[src/rtl/apb_hang_guard_pkg.sv]
`timescale 1ns/1ps
// Shared constants for the APB hang guard: register offsets and status bit
// positions. Software decodes these, so they are fixed.
package apb_hang_guard_pkg;
    localparam int unsigned OFS_STAT  = 32'h0;
    localparam int unsigned OFS_FADDR = 32'h4;
    localparam int unsigned OFS_LIMIT = 32'h8;
    localparam int unsigned PEND_BIT  = 0;
    localparam int unsigned EN_BIT    = 1;
    localparam int unsigned LIMIT_FLOOR_DEFAULT = 32'h3FF;
endpackage

[src/rtl/apb_hang_guard_timer.sv]
`timescale 1ns/1ps
// Wait counter for one monitored transfer.
// Counts access-phase cycles in which the slave has not answered.
// `expire` is high in the cycle after `limit` such cycles have passed.
// Assumes legal APB: an access phase is always preceded by a setup phase,
// so the count is zero at the start of every access phase.
module apb_hang_guard_timer #(
    parameter int CNT_W = 32
) (
    input  logic             clk,
    input  logic             rst_n,
    input  logic             in_access,
    input  logic             slv_ready,
    input  logic [CNT_W-1:0] limit,
    output logic             expire
);
    logic [CNT_W-1:0] waited;

    // Expiry compares with >= so that a limit lowered mid-transfer still fires.
    assign expire = in_access && (waited >= limit);

    // Advance while stalled; restart when idle or when the transfer completes.
    always_ff @(posedge clk) begin
        if (!rst_n) begin
            waited <= '0;
        end else if (!in_access || slv_ready || expire) begin
            waited <= '0;
        end else begin
            waited <= waited + 1'b1;
        end
    end
endmodule

[src/rtl/apb_hang_guard_fault.sv]
`timescale 1ns/1ps
// Holds the pending flag, the interrupt enable and the captured fault
// address, and forms the interrupt.
// A timeout beats a software write to pending in the same cycle.
// The address is captured only while pending is clear.
module apb_hang_guard_fault #(
    parameter int ADDR_W = 32
) (
    input  logic              clk,
    input  logic              rst_n,
    input  logic              expire,
    input  logic [ADDR_W-1:0] xfer_addr,
    input  logic              sw_we,
    input  logic              sw_pend,
    input  logic              sw_en,
    output logic              pend,
    output logic              irq_en,
    output logic [ADDR_W-1:0] fault_addr,
    output logic              irq
);
    // Pending flag: set by a fault, otherwise loaded by software.
    always_ff @(posedge clk) begin
        if (!rst_n) begin
            pend <= 1'b0;
        end else if (expire) begin
            pend <= 1'b1;
        end else if (sw_we) begin
            pend <= sw_pend;
        end
    end

    // Interrupt enable: software only.
    always_ff @(posedge clk) begin
        if (!rst_n) begin
            irq_en <= 1'b0;
        end else if (sw_we) begin
            irq_en <= sw_en;
        end
    end

    // Fault address: first fault since pending was last cleared.
    always_ff @(posedge clk) begin
        if (!rst_n) begin
            fault_addr <= '0;
        end else if (expire && !pend) begin
            fault_addr <= xfer_addr;
        end
    end

    assign irq = pend & irq_en;
endmodule

[src/rtl/apb_hang_guard_csr.sv]
`timescale 1ns/1ps
// Register window on the control APB port: status, fault address, limit.
// The port always responds with zero wait states.
// Assumes ADDR_W and TMO_W are no wider than DATA_W.
module apb_hang_guard_csr #(
    parameter int          CSR_AW    = 4,
    parameter int          DATA_W    = 32,
    parameter int          ADDR_W    = 32,
    parameter int          TMO_W     = 32,
    parameter int unsigned TMO_FLOOR = 32'h3FF
) (
    input  logic              clk,
    input  logic              rst_n,
    input  logic              sel,
    input  logic              enable,
    input  logic              write,
    input  logic [CSR_AW-1:0] addr,
    input  logic [DATA_W-1:0] wdata,
    output logic [DATA_W-1:0] rdata,
    output logic              stat_we,
    output logic              sw_pend,
    output logic              sw_en,
    output logic [TMO_W-1:0]  limit,
    input  logic              pend,
    input  logic              irq_en,
    input  logic [ADDR_W-1:0] fault_addr
);
    import apb_hang_guard_pkg::*;

    localparam logic [CSR_AW-1:0] A_STAT  = CSR_AW'(OFS_STAT);
    localparam logic [CSR_AW-1:0] A_FADDR = CSR_AW'(OFS_FADDR);
    localparam logic [CSR_AW-1:0] A_LIMIT = CSR_AW'(OFS_LIMIT);
    localparam logic [TMO_W-1:0]  FLOOR   = TMO_W'(TMO_FLOOR);

    logic              wr_cycle;
    logic [TMO_W-1:0]  wr_limit;

    assign wr_cycle = sel && enable && write;
    assign stat_we  = wr_cycle && (addr == A_STAT);
    assign sw_pend  = wdata[PEND_BIT];
    assign sw_en    = wdata[EN_BIT];
    assign wr_limit = wdata[TMO_W-1:0];

    // Limit register: clamp writes below the floor up to the floor.
    always_ff @(posedge clk) begin
        if (!rst_n) begin
            limit <= FLOOR;
        end else if (wr_cycle && (addr == A_LIMIT)) begin
            limit <= (wr_limit < FLOOR) ? FLOOR : wr_limit;
        end
    end

    // Read multiplexer: unmapped offsets and writes return zero.
    always_comb begin
        rdata = '0;
        if (sel && !write) begin
            case (addr)
                A_STAT:  rdata = DATA_W'({irq_en, pend});
                A_FADDR: rdata = DATA_W'(fault_addr);
                A_LIMIT: rdata = DATA_W'(limit);
                default: rdata = '0;
            endcase
        end
    end
endmodule

[src/rtl/apb_hang_guard.sv]
`timescale 1ns/1ps
// APB slave-timeout error handler (top).
// Observes the bridge-to-slave transfer and passes the slave response
// through. If the slave stalls past the programmed limit, it completes the
// transfer itself with an error and records the fault.
// Assumes a single bridge master and a muxed slave response.
module apb_hang_guard #(
    parameter int          ADDR_W    = 32,
    parameter int          DATA_W    = 32,
    parameter int          CSR_AW    = 4,
    parameter int          TMO_W     = 32,
    parameter int unsigned TMO_FLOOR = apb_hang_guard_pkg::LIMIT_FLOOR_DEFAULT
) (
    input  logic              pclk,
    input  logic              presetn,
    input  logic              bus_sel,
    input  logic              bus_enable,
    input  logic [ADDR_W-1:0] bus_addr,
    input  logic              slv_ready,
    input  logic              slv_err,
    input  logic [DATA_W-1:0] slv_rdata,
    output logic              mst_ready,
    output logic              mst_err,
    output logic [DATA_W-1:0] mst_rdata,
    input  logic              csr_sel,
    input  logic              csr_enable,
    input  logic              csr_write,
    input  logic [CSR_AW-1:0] csr_addr,
    input  logic [DATA_W-1:0] csr_wdata,
    output logic [DATA_W-1:0] csr_rdata,
    output logic              csr_ready,
    output logic              irq
);
    logic              in_access;
    logic              expire;
    logic              stat_we;
    logic              sw_pend;
    logic              sw_en;
    logic              pend;
    logic              irq_en;
    logic [TMO_W-1:0]  limit;
    logic [ADDR_W-1:0] fault_addr;

    assign in_access = bus_sel && bus_enable;
    assign csr_ready = 1'b1;

    apb_hang_guard_timer #(.CNT_W(TMO_W)) timer_i (
        .clk       (pclk),
        .rst_n     (presetn),
        .in_access (in_access),
        .slv_ready (slv_ready),
        .limit     (limit),
        .expire    (expire)
    );

    apb_hang_guard_fault #(.ADDR_W(ADDR_W)) fault_i (
        .clk        (pclk),
        .rst_n      (presetn),
        .expire     (expire),
        .xfer_addr  (bus_addr),
        .sw_we      (stat_we),
        .sw_pend    (sw_pend),
        .sw_en      (sw_en),
        .pend       (pend),
        .irq_en     (irq_en),
        .fault_addr (fault_addr),
        .irq        (irq)
    );

    apb_hang_guard_csr #(
        .CSR_AW    (CSR_AW),
        .DATA_W    (DATA_W),
        .ADDR_W    (ADDR_W),
        .TMO_W     (TMO_W),
        .TMO_FLOOR (TMO_FLOOR)
    ) csr_i (
        .clk        (pclk),
        .rst_n      (presetn),
        .sel        (csr_sel),
        .enable     (csr_enable),
        .write      (csr_write),
        .addr       (csr_addr),
        .wdata      (csr_wdata),
        .rdata      (csr_rdata),
        .stat_we    (stat_we),
        .sw_pend    (sw_pend),
        .sw_en      (sw_en),
        .limit      (limit),
        .pend       (pend),
        .irq_en     (irq_en),
        .fault_addr (fault_addr)
    );

    // Response steering: the terminator replaces the slave in the expiry cycle.
    always_comb begin
        if (expire) begin
            mst_ready = 1'b1;
            mst_err   = 1'b1;
            mst_rdata = '0;
        end else begin
            mst_ready = slv_ready;
            mst_err   = slv_err;
            mst_rdata = slv_rdata;
        end
    end
endmodule

[config.mk]
export PLATFORM = sky130hd
export DESIGN_NAME = apb_hang_guard
export DESIGN_NICKNAME = d
export VERILOG_FILES = /design/src/rtl/apb_hang_guard_pkg.sv /design/src/rtl/apb_hang_guard_timer.sv /design/src/rtl/apb_hang_guard_fault.sv /design/src/rtl/apb_hang_guard_csr.sv /design/src/rtl/apb_hang_guard.sv
export SDC_FILE = /design/constraint.sdc
export NUM_CORES = 1
export LEC_CHECK = 0
export BUFFER_PORTS_ARGS = -buffer_cell sky130_fd_sc_hd__buf_2
export CELL_PAD_IN_SITES_DETAIL_PLACEMENT = 0
export CELL_PAD_IN_SITES_GLOBAL_PLACEMENT = 1
export CORE_MARGIN = 2
export CORE_UTILIZATION = 40
export CTS_CLUSTER_DIAMETER = 40
export CTS_CLUSTER_SIZE = 20
export DETAILED_ROUTE_END_ITERATION = 16
export PLACE_DENSITY = 0.87
export SYNTH_ARGS = -nofsm -noshare
export SYNTH_HDL_FRONTEND = slang
export SYNTH_SLANG_ARGS = --single-unit
[constraint.sdc]
create_clock -name pclk -period 7.6 [get_ports pclk]
set_clock_uncertainty 0.1 [all_clocks]
set_input_delay 0 -clock pclk [delete_from_list [all_inputs] [get_ports pclk]]
set_output_delay 0 -clock pclk [all_outputs]
set_load 0.05 [all_outputs]
-- Yosys cells after proc, flatten, opt, wreduce, memory -nomap -nowiden
Index checks and enable logic that the tools add are counted.
- flip-flop bits (word level): 98
- input port bits: 109
- output and inout bits: 68
- word-level logic and storage cells: 36
- add/sub/neg operators: 1
- order comparisons: 2
- equality and inequality tests: 2
- multiplexer cells: 8
- bitwise gates (word level): 2
- reductions and logical operators: 16
- operator list (operator ; number):
    $mux W32 ; 3
    $pmux W32 S3 ; 1
    $add A32 B1 Y32 const B ; 1
    $ge A32 B32 Y1 ; 1
    $lt A32 B10 Y1 const B ; 1
    $logic_and A1 B1 Y1 ; 8
    $eq A4 B3 Y1 const B ; 1
    $eq A4 B4 Y1 const B ; 1
    $logic_not A4 Y1 ; 1
    $mux W1 ; 4
    $logic_not A1 Y1 ; 3
    $logic_or A1 B1 Y1 ; 2
    $reduce_bool A2 Y1 ; 1
    $reduce_or A2 Y1 ; 1
    $and A1 B1 Y1 ; 1
    $not A1 Y1 ; 1

-- Depth between registers and ports, before layout
Gate-level depths: netlist of run 1.
- word-level depth: 5
- mapped depth: 9
- gate-level depth less buffers: 8

-- Hierarchy
Synthesis of run 1 repeated with hierarchy kept, for this count alone.
- cell total of the unflattened synthesis: 686
- area total of the unflattened synthesis: 5740.5 um^2
- modules (own cells, without submodules) (module ; times used ; cells each ; area each (um^2) ; sequential area each (um^2)):
    apb_hang_guard_timer ; 1 ; 263 ; 2275.9 ; 640.6
    apb_hang_guard_csr ; 1 ; 236 ; 1752.9 ; 640.6
    apb_hang_guard_fault ; 1 ; 147 ; 1458.9 ; 680.7
    apb_hang_guard ; 1 ; 40 ; 252.7 ; 0.0

-- Worst setup path before layout of run 1
Ideal clock, no wire load.
- kind: reg2out
- from: reg csr_i.limit[13]
- to: out mst_rdata[22]
- arrival: 2.511 ns
- data required time: 7.500 ns
- setup slack: 4.989 ns
- stages on the path, launching flop included: 10
- buffers on the path: 1
- path through: dfxtp_1 inv_1 ha_1 a21o_1 a21o_2 a2111o_1 o211ai_2 o21a_1 clkbuf_2 and2_1
- cells in the longest elaborated chain, start to end: 3
- ends and longest elaborated chain (what ; RTL line ; text):
    start, declared ; apb_hang_guard_csr.sv:23 ; output logic [TMO_W-1:0] limit,
    start signal, assigned ; apb_hang_guard_csr.sv:49 ; limit <= (wr_limit < FLOOR) ? FLOOR : wr_limit;
    $ge A32 B32 Y1 ; apb_hang_guard_timer.sv:20 ; assign expire = in_access && (waited >= limit);
    $logic_and A1 B1 Y1 ; apb_hang_guard_timer.sv:20 ;
    $mux W32 ; apb_hang_guard.sv:96 ; if (expire) begin
    end, declared ; apb_hang_guard.sv:24 ; output logic [DATA_W-1:0] mst_rdata,
Every way passes these cells.

-- Worst setup path in the final report of run 1
- from: reg timer_i.waited[13]
- to: out mst_rdata[6]
- cells in the longest elaborated chain, start to end: 3
- ends and longest elaborated chain (what ; RTL line ; text):
    start, declared ; apb_hang_guard_timer.sv:17 ; logic [CNT_W-1:0] waited;
    start signal, assigned ; apb_hang_guard_timer.sv:29 ; waited <= waited + 1'b1;
    $ge A32 B32 Y1 ; apb_hang_guard_timer.sv:20 ;
    $logic_and A1 B1 Y1 ; apb_hang_guard_timer.sv:20 ;
    $mux W32 ; apb_hang_guard.sv:96 ;
Every way passes these cells.

==> summary by stage, run 1 <==
Critical path
Along the worst path, the maximum fanout reaches 36. The signal on the critical path passes through ha_1 -> a21o_1 -> a21o_2 -> a2111o_1 -> o211ai_2 -> o21a_1 -> and2_1 -> buf_2. The worst setup path is launched from a flop. The slowest stage of the critical path is the sky130_fd_sc_hd__o21a_1 cell. The worst path arrival time is 3.43 ns. The required time of the critical path is between 7 and 8 ns. The setup path with the least slack is of type reg2out.

STA classifies the critical path endpoint as a primary output. On the worst path, the slowest cell contributes a delay of ~0.8 ns.

Run
Max-cap violations in this run came to 0.

Global route
The total overflow left after global routing is 0. The via count of the first global-routing pass came to between 5000 and 6000. The initial antenna violation count came to 0.

Entering global routing, the biggest net connects 100 pins. The all-layer global routing usage is between 20 and 25%. The global-route wire length before repair is 24600 um.

Floorplan
Once the floorplan was initialized, standard cells occupied 40.4% of the core. The die area is about 15000 um2. The core area is 13700 um2. Measured along the y axis, the die boundary spans 122 um. The number of placement rows is between 40 and 50. between 150 and 200 I/O pins were placed. From left edge to right edge, the die measures 122 um.

Clock network
Post-CTS repair changed the size of 0 cells. CTS built an H-tree with a depth of 3. The number of clock sinks seen by CTS is 98. The worst-case clock buffer depth is 2. The clock-pin slew on the worst setup and hold paths is approximately 0.070 ns.

The tree is rooted in a sky130_fd_sc_hd__clkbuf_16. The number of clock buffers added by TritonCTS is 9. For this design, the CTS-stage hold fixing added 65 buffers. The buffers inserted during post-CTS setup optimization is 0. Clock latency on the worst-skew pair, taken at its later pin, is roughly 0.35 ns. TritonCTS built the clock tree.

Routing
For this block, the routed nets add up to ~16000 um of wire. In this run, the number of DRC markers left after iteration 0 of detailed routing was between 200 and 300. The total vias in the final route is between 5000 and 6000. After detailed routing, the number of vias per cell comes to between 4 and 5. The pre-antenna-repair detailed-routing pass consisted of 4 iterations.

The number of routed nets with antenna violations is 0. The average routed wire per standard cell is 14.3 um. The remaining design rule violation count is 0.

Placed design
At the end of routability-driven placement, the weighted congestion stood at between 0.8 and 0.9. The count of port buffers added during placement is 175. The total instance count after detailed placement is about 1000. Once detailed placement completed, the half-perimeter wirelength came to 11200 um.

OpenSTA, run right after detailed placement, puts the worst setup slack at about 4.4 ns.

STA
The worst path meets setup with a little over 4 ns of slack. The final number of max-transition violations is 0. At the pin with the least slew margin, the transition time is between 0.9 and 1 ns. Setup repair after global routing left no endpoint under its margin. The number of setup violations in the final report is 0. The shortest period the worst path allows is roughly 3.5 ns.

Based on the critical path, the design can be clocked at up to between 0.2 and 0.3 GHz. The headroom to the max-slew limit is between 30 and 40%. The number of hold violations in the final report is 0. The setup TNS is 0 ns. The part of the cycle the worst path needs is between 40% and 50%.

Power and ir drop
The leakage power is a little over 0.003 uW. The overall power is between 1000 and 1500 uW. The clock power share is 39.8%. The sequential group share of total power is 47.3%. The internal power component is roughly 800 uW. The total power per unit cell area is 147 nW/um2. In this run the power spent charging and discharging nets is just under 300 uW. The fraction of power consumed by combinational cells is 12.9%. VDD sags by at most roughly 0.12 mV.

Net switching is 26.7% of the power.

Cells and area
Leaving out filler cells and counting taps, the final layout contains approximately 1100. Compared with the post-synthesis result, the final layout area differs by 33.4%. 0 antenna diodes ended up in the layout.

The number of nets in the finished design is 1051. Cells with a size suffix above 1 make up a little under a quarter of the layout.

Synth
In the synthesized netlist the dominant register cell turns out to be sky130_fd_sc_hd__dfxtp_1. Summed over its instances, the top area cell type makes up between 30% and 40% of the synthesized netlist area. Sequential cells were found to cover a little over a third of the synthesized design area. After synthesis, the netlist uses 52 different library cells. Ranked by total cell area, the synthesized netlist is headed by sky130_fd_sc_hd__dfxtp_1 (35%), sky130_fd_sc_hd__nand2_1 (9.0%), sky130_fd_sc_hd__ha_1 (7.4%), sky130_fd_sc_hd__mux2i_1 (6.5%), sky130_fd_sc_hd__nor2_1 (5.8%).

The synthesized design contains 98 register bits. The synthesized net count is roughly 830. The post-synthesis area per instance is 8.02 um2. The cell area after technology mapping is roughly 5500 um2. The biggest area contributor in the post-synthesis netlist is sky130_fd_sc_hd__dfxtp_1.

The number of enable flip-flop cells after synthesis is 0. The Yosys step of the flow raised 0 warnings. Synthesis produced roughly 700 cells. The fraction of registers with async set/reset is 0%.

Status
The run finished with clean final reports.

Min path
The type of the worst min-delay path is in2reg.
-- critical path: cells and delay by family, from the launching register on --
kind / cells / cell delay, ns
and+or+nand+nor: 1 / 0.23
adders and majority gates: 1 / 0.29
AOI/OAI and AO/OA: 5 / 1.84
buffers and inverters: 1 / 0.26
DFF: 1 / 0.44
-- state kept, by name, summed over array words and instances, names as in the netlist --
register and flops:
csr_i.limit 32, fault_i.irq_en 1, timer_i.waited 32, fault_i.pend 1
fault_i.fault_addr 32
-- worst paths after layout --
kind | startpoint | to | slack (ns) | cells past startpoint
worst max-delay path | timer_i.waited[13] | mst_rdata[6] | 4.07 | 8
worst min register to register | fault_i.fault_addr[14] | fault_i.fault_addr[14] | 0.36 | 2
worst min-delay path | csr_addr[3] | fault_i.irq_en | 0.07 | 4
worst max register to register | timer_i.waited[13] | fault_i.pend | 4.58 | 7
-- final cells by class --
class                      count  area [um2]
tap                          180         225
multi-input combinational    516        3210
timing repair buffer         248        1590
sequential                    98        1960
clock inverter                 7        52.6
fill                        1340        6320
inverter                      36         135
clock buffer                   9         225
-- power by group through the flow --
stage	combinational, uW	sequential, uW	clock, uW
4_1_cts	140	515	443
3_3_place_gp	114	527	0
2_1_floorplan	68.5	526	0
6_report	140	515	434
3_5_place_dp	114	527	0
5_1_grt	150	515	463
-- metal layers --
metal | share of wire [%] | vias to the layer above | GRT usage, %
met5 | 0 | - | 0
met4 | 1.5 | 0 | 5.39
met1 | 46 | 2468 | 27.3
met3 | 5.3 | 16 | 4.12
met2 | 48 | 179 | 34.8
li1 | - | 2748 | -
-- stage by stage --
stage               hold WS [ns]  area (um2)  util, %
CTS                       0.0473        7400     53.9
global placement           0.142        6470     47.2
detailed placement         0.139        6470     47.2
global route              0.0858        7400     53.9
floorplan                 0.0241        5540        -
finish                    0.0687        7400     53.9
-- cell usage after synthesis, drive strengths merged, types with 2 or more instances --
| cell | count |
|---|---|
| and3 | 5 |
| mux2i | 36 |
| a21oi | 13 |
| inv | 36 |
| nor2b | 3 |
| dlygate4sd3 | 6 |
| o22ai | 4 |
| a21boi | 23 |
| nand4 | 16 |
| a22oi | 30 |
| o21ai | 9 |
| xor2 | 16 |
| nor4b | 3 |
| ha | 33 |
| buf | 8 |
| xnor2 | 14 |
| and2 | 35 |
| nand3 | 13 |
| nor4 | 6 |
| nand2b | 3 |
| a21o | 3 |
| clkbuf | 27 |
| dfxtp | 98 |
| nand2 | 133 |
| o211ai | 2 |
| o21a | 3 |
| nor2 | 86 |
| and4 | 4 |
| nor3 | 9 |
-- cell usage in the layout, fill, tap and decap left out, types with 5 or more instances in the layout --
cell type	Yosys	final
sky130_fd_sc_hd__xnor2_1	14	14
sky130_fd_sc_hd__xor2_1	16	16
sky130_fd_sc_hd__dlygate4sd3_1	6	65
sky130_fd_sc_hd__nor3_1	9	9
sky130_fd_sc_hd__o21ai_0	9	9
sky130_fd_sc_hd__nand3_1	13	13
sky130_fd_sc_hd__nor2_1	86	86
sky130_fd_sc_hd__dfxtp_1	98	98
sky130_fd_sc_hd__a21oi_1	13	13
sky130_fd_sc_hd__clkbuf_16	0	9
sky130_fd_sc_hd__a21boi_0	23	23
sky130_fd_sc_hd__and2_1	35	35
sky130_fd_sc_hd__inv_1	36	36
sky130_fd_sc_hd__ha_1	33	33
sky130_fd_sc_hd__a22oi_1	30	30
sky130_fd_sc_hd__and3_1	5	5
sky130_fd_sc_hd__nand2_1	133	133
sky130_fd_sc_hd__buf_4	1	8
sky130_fd_sc_hd__nand4_1	15	15
sky130_fd_sc_hd__buf_2	1	175
sky130_fd_sc_hd__mux2i_1	36	36
sky130_fd_sc_hd__nor4_1	5	5
-- logic make-up after synthesis --
group | count (synthesis) | share of synthesized area [%]
buffers and inverters | 77 | 6.93
adder cells (fa/ha/maj) | 33 | 7.45
multiplexers | 36 | 6.50
XOR/XNOR | 30 | 4.74
AO/OA/AOI/OAI | 95 | 12.5
other | 1 | 0.0676
AND/OR/NAND/NOR | 321 | 26.5
flip-flops | 98 | 35.4
No activity file was read; power rests on OpenSTA's default activity.
==> run 2: changes to the inputs <==
--- a/config.mk
+++ b/config.mk
@@ -9,11 +9,11 @@
 export CELL_PAD_IN_SITES_DETAIL_PLACEMENT = 0
 export CELL_PAD_IN_SITES_GLOBAL_PLACEMENT = 1
 export CORE_MARGIN = 2
-export CORE_UTILIZATION = 40
+export CORE_UTILIZATION = 37
 export CTS_CLUSTER_DIAMETER = 40
 export CTS_CLUSTER_SIZE = 20
 export DETAILED_ROUTE_END_ITERATION = 16
-export PLACE_DENSITY = 0.87
+export PLACE_DENSITY = 0.82
 export SYNTH_ARGS = -nofsm -noshare
 export SYNTH_HDL_FRONTEND = slang
 export SYNTH_SLANG_ARGS = --single-unit
==> constraint.sdc (replaced) <==
create_clock -name pclk -period 3.6 [get_ports pclk]
set_clock_uncertainty 0.1 [all_clocks]
set_input_delay 0 -clock pclk [delete_from_list [all_inputs] [get_ports pclk]]
set_output_delay 0 -clock pclk [all_outputs]
set_load 0.05 [all_outputs]
==> summary by stage, run 2 (synthesis gave the netlist of run 1 again) <==
Status
The run finished with clean final reports.

STA
The headroom to the max-slew limit is 45.1% (+8.0 points). The smallest clock period supported by the final layout is computed as between 3 and 4 ns. Setup repair after global routing left no endpoint under its margin.

The number of hold violations in the final report is 0 (unchanged). Based on the critical path, the design can be clocked at up to 0.316 GHz. The setup TNS is 0 ns (unchanged).

The worst-margin pin slew was 0.817 ns (-0.127 ns). In the finished design, the share of the clock period the worst path needs comes to around 88%. The final number of max-transition violations is 0 (unchanged).

The number of setup violations in the final report came to 0 (unchanged).

Routing
The count of TritonRoute iterations in the first routing pass is 4 (unchanged). The detailed route wirelength on metal3 was 1100 um (+33%). The number of routed nets with antenna violations is 0 (unchanged). The number of vias per cell is 4.93 (-0.31%).

The final wirelength is 16400 um (+5.1%). The sum of routed wire segments on met1 is 7090 um (-0.24%). The total vias in the final route is 5409 (-0.037%). The average routed wire per standard cell came to 14.9 um (+4.8%). The met2 routed wirelength is 7850 um (+5.7%). The initial detailed-routing violation count is 307 (+7.0%). The highest layer touched by signal routing is met4. The remaining design rule violation count is 0 (unchanged).

Critical path
Following the worst setup path forward leads to its endpoint at mst_rdata[28]. The endpoint identified for the worst register-to-register timing path is fault_i.fault_addr[11]. The worst path arrival time was 3.06 ns (-0.37 ns). The required time of the critical path is 3.50 ns (-4.00 ns). The worst reg-to-reg setup slack is 0.97 ns (-3.61 ns). The origin of the worst setup path is timer_i.waited[0].

The maximum net fanout on the critical path is 36 (unchanged). The setup path with the least slack is of type reg2out. The startpoint identified for the worst register-to-register timing path is csr_i.limit[27]. The depth of the worst register-to-register path came to 10 (+3). The worst setup path is launched from a flop. The worst setup path is captured at a primary output.

Global route
The aggregate global routing overflow came to 0 (unchanged). The global-route wire length before repair came to 26100 um (+6.4%). The initial antenna violation count is 0 (unchanged).

The all-layer global routing usage came to 20.4% (-0.32 points). The via count of the first global-routing pass is 5354 (+5.4%). The pin count of the biggest net entering global routing was 61 (-39%).

Placed design
The total instance count after detailed placement came to 1018 (+0.49%). The final estimated routing congestion in global placement came to 0.818 (-3.4%). The post-detailed-placement half-perimeter wirelength is 12000 um (+6.9%).

The count of port buffers added during placement is 175 (unchanged). The post-placement cell area was 6490 um2 (+0.39%).

Clock network
The buffer type at the clock tree root is sky130_fd_sc_hd__clkbuf_16. The buffers inserted during post-CTS setup optimization is 0 (unchanged). The number of clock sinks seen by CTS came to 98 (unchanged). The worst-case clock buffer depth is 2 (unchanged). TritonCTS built the clock tree.

The number of buffers created by CTS is 9 (unchanged). The H-tree depth came to 3 (unchanged). The clock-pin slew on the worst setup and hold paths is 0.06 ns (about the same). The latest clock arrival within the worst-skew pair is 0.35 ns (about the same).

Floorplan
The number of ports placed on the die boundary was 177 (unchanged). The die area came to 16000 um2 (+7.8%). The core area is 14600 um2 (+6.3%). The y dimension of the die came to 126 um (+3.8%). The die boundary width is 126 um (+3.8%). The number of placement rows was 44 (+2.3%). The starting density of the core is 38.0% (-2.4 points).

Cells and area
The largest registers in the layout are csr_i.limit x32, fault_i.fault_addr x32, timer_i.waited x32. The fraction of layout instances using a drive strength above 1 came to 22.8% (+0.025 points). The final instance area is 7440 um2 (+0.56%). The area growth from synthesis to layout is 34.2%. The count of inserted antenna diode cells is 0 (unchanged). The number of non-filler instances in the completed layout is 1097 (+0.27%). In the layout the commonest cells are sky130_fd_sc_hd__buf_2 (175), sky130_fd_sc_hd__nand2_1 (133), sky130_fd_sc_hd__dfxtp_1 (98), sky130_fd_sc_hd__nor2_1 (86), sky130_fd_sc_hd__dlygate4sd3_1 (65). The number of nets in the finished design was 1052 (+0.095%).

Leaving out fill and tap cells, the most frequent cell in the layout is sky130_fd_sc_hd__buf_2.

Min path
The type of the worst min-delay path is in2reg.

Power and ir drop
The worst supply voltage drop on vdd is 0.203 mV (+67%). The total power per unit cell area is 318 nW/um2 (+120%). The leakage power is 0.00307 uW (+0.98%).

Run
The number of max-capacitance violations reported is 0 (unchanged).
## run 2: cell types whose count changed in the layout (fill, tap and decap cells not counted)
cell                         change
sky130_fd_sc_hd__clkbuf_8        +2
sky130_fd_sc_hd__clkinvlp_4      -4
sky130_fd_sc_hd__o21a_2          +1
sky130_fd_sc_hd__clkinv_2        +1
sky130_fd_sc_hd__inv_6           -2
sky130_fd_sc_hd__bufinv_16       +1
sky130_fd_sc_hd__buf_12          +1
sky130_fd_sc_hd__o21a_1          -1
## run 2: layer usage
metal	track usage (%)	vias up
li1	-	2751
met4	6.01	0
met1	25.6	2444
met5	0	-
met3	4.98	26
met2	34.8	188
## run 2: report_power, final
group	internal [uW]	switching, uW	leakage, uW
sequential	1090	1.80	0.000790
clock	567	414	0.000147
combinational	130	170	0.00213
## run 2: worst min path at each step
stage                 startpoint        endpoint  slack (ns)  cells after the start
global placement    csr_wdata[5]  csr_i.limit[5]        0.14                      3
CTS                      presetn  csr_i.limit[5]        0.02                      2
floorplan           csr_wdata[2]  csr_i.limit[2]        0.02                      2
finish                   presetn  csr_i.limit[5]        0.02                      2
detailed placement  csr_wdata[5]  csr_i.limit[5]        0.14                      3
global route             presetn  csr_i.limit[7]        0.06                      2
## run 2: area by class of cell
type / instances / area, um2
inverter: 36 / 135
tap: 184 / 230
timing repair buffer: 249 / 1610
sequential: 98 / 1960
clock inverter: 3 / 40.0
multi-input combinational: 516 / 3210
clock buffer: 11 / 253
fill: 1443 / 7150
## run 2: stage by stage
step                      total power (uW)  worst slack, ns  hold WS (ns)  utilization (%)
after CTS                             2390            0.102        0.0217             51.0
final                                 2370            0.440        0.0229             51.0
after floorplan                       1260            0.989        0.0241                -
after detailed placement              1360            0.529         0.139             44.5
after global placement                1360            0.555         0.141             44.5
after global routing                  2450            0.179        0.0597             51.0
## run 2: what timing repair did
action                                 CTS  global route
endpoints found under the hold margin   67             0
hold buffers                            65             0
setup endpoints to repair                0            32
gates resized for setup                  0             1
## run 2: critical path, cell delays in order (launching register included)
cell and delay [ns]:
sky130_fd_sc_hd__dfxtp_1 0.36, sky130_fd_sc_hd__inv_1 0.05, sky130_fd_sc_hd__ha_1 0.27, sky130_fd_sc_hd__nand2b_1 0.14
sky130_fd_sc_hd__a2111oi_0 0.51, sky130_fd_sc_hd__o32ai_2 0.17, sky130_fd_sc_hd__o211ai_2 0.26, sky130_fd_sc_hd__o21a_2 0.46
sky130_fd_sc_hd__and2_1 0.22, sky130_fd_sc_hd__buf_2 0.27
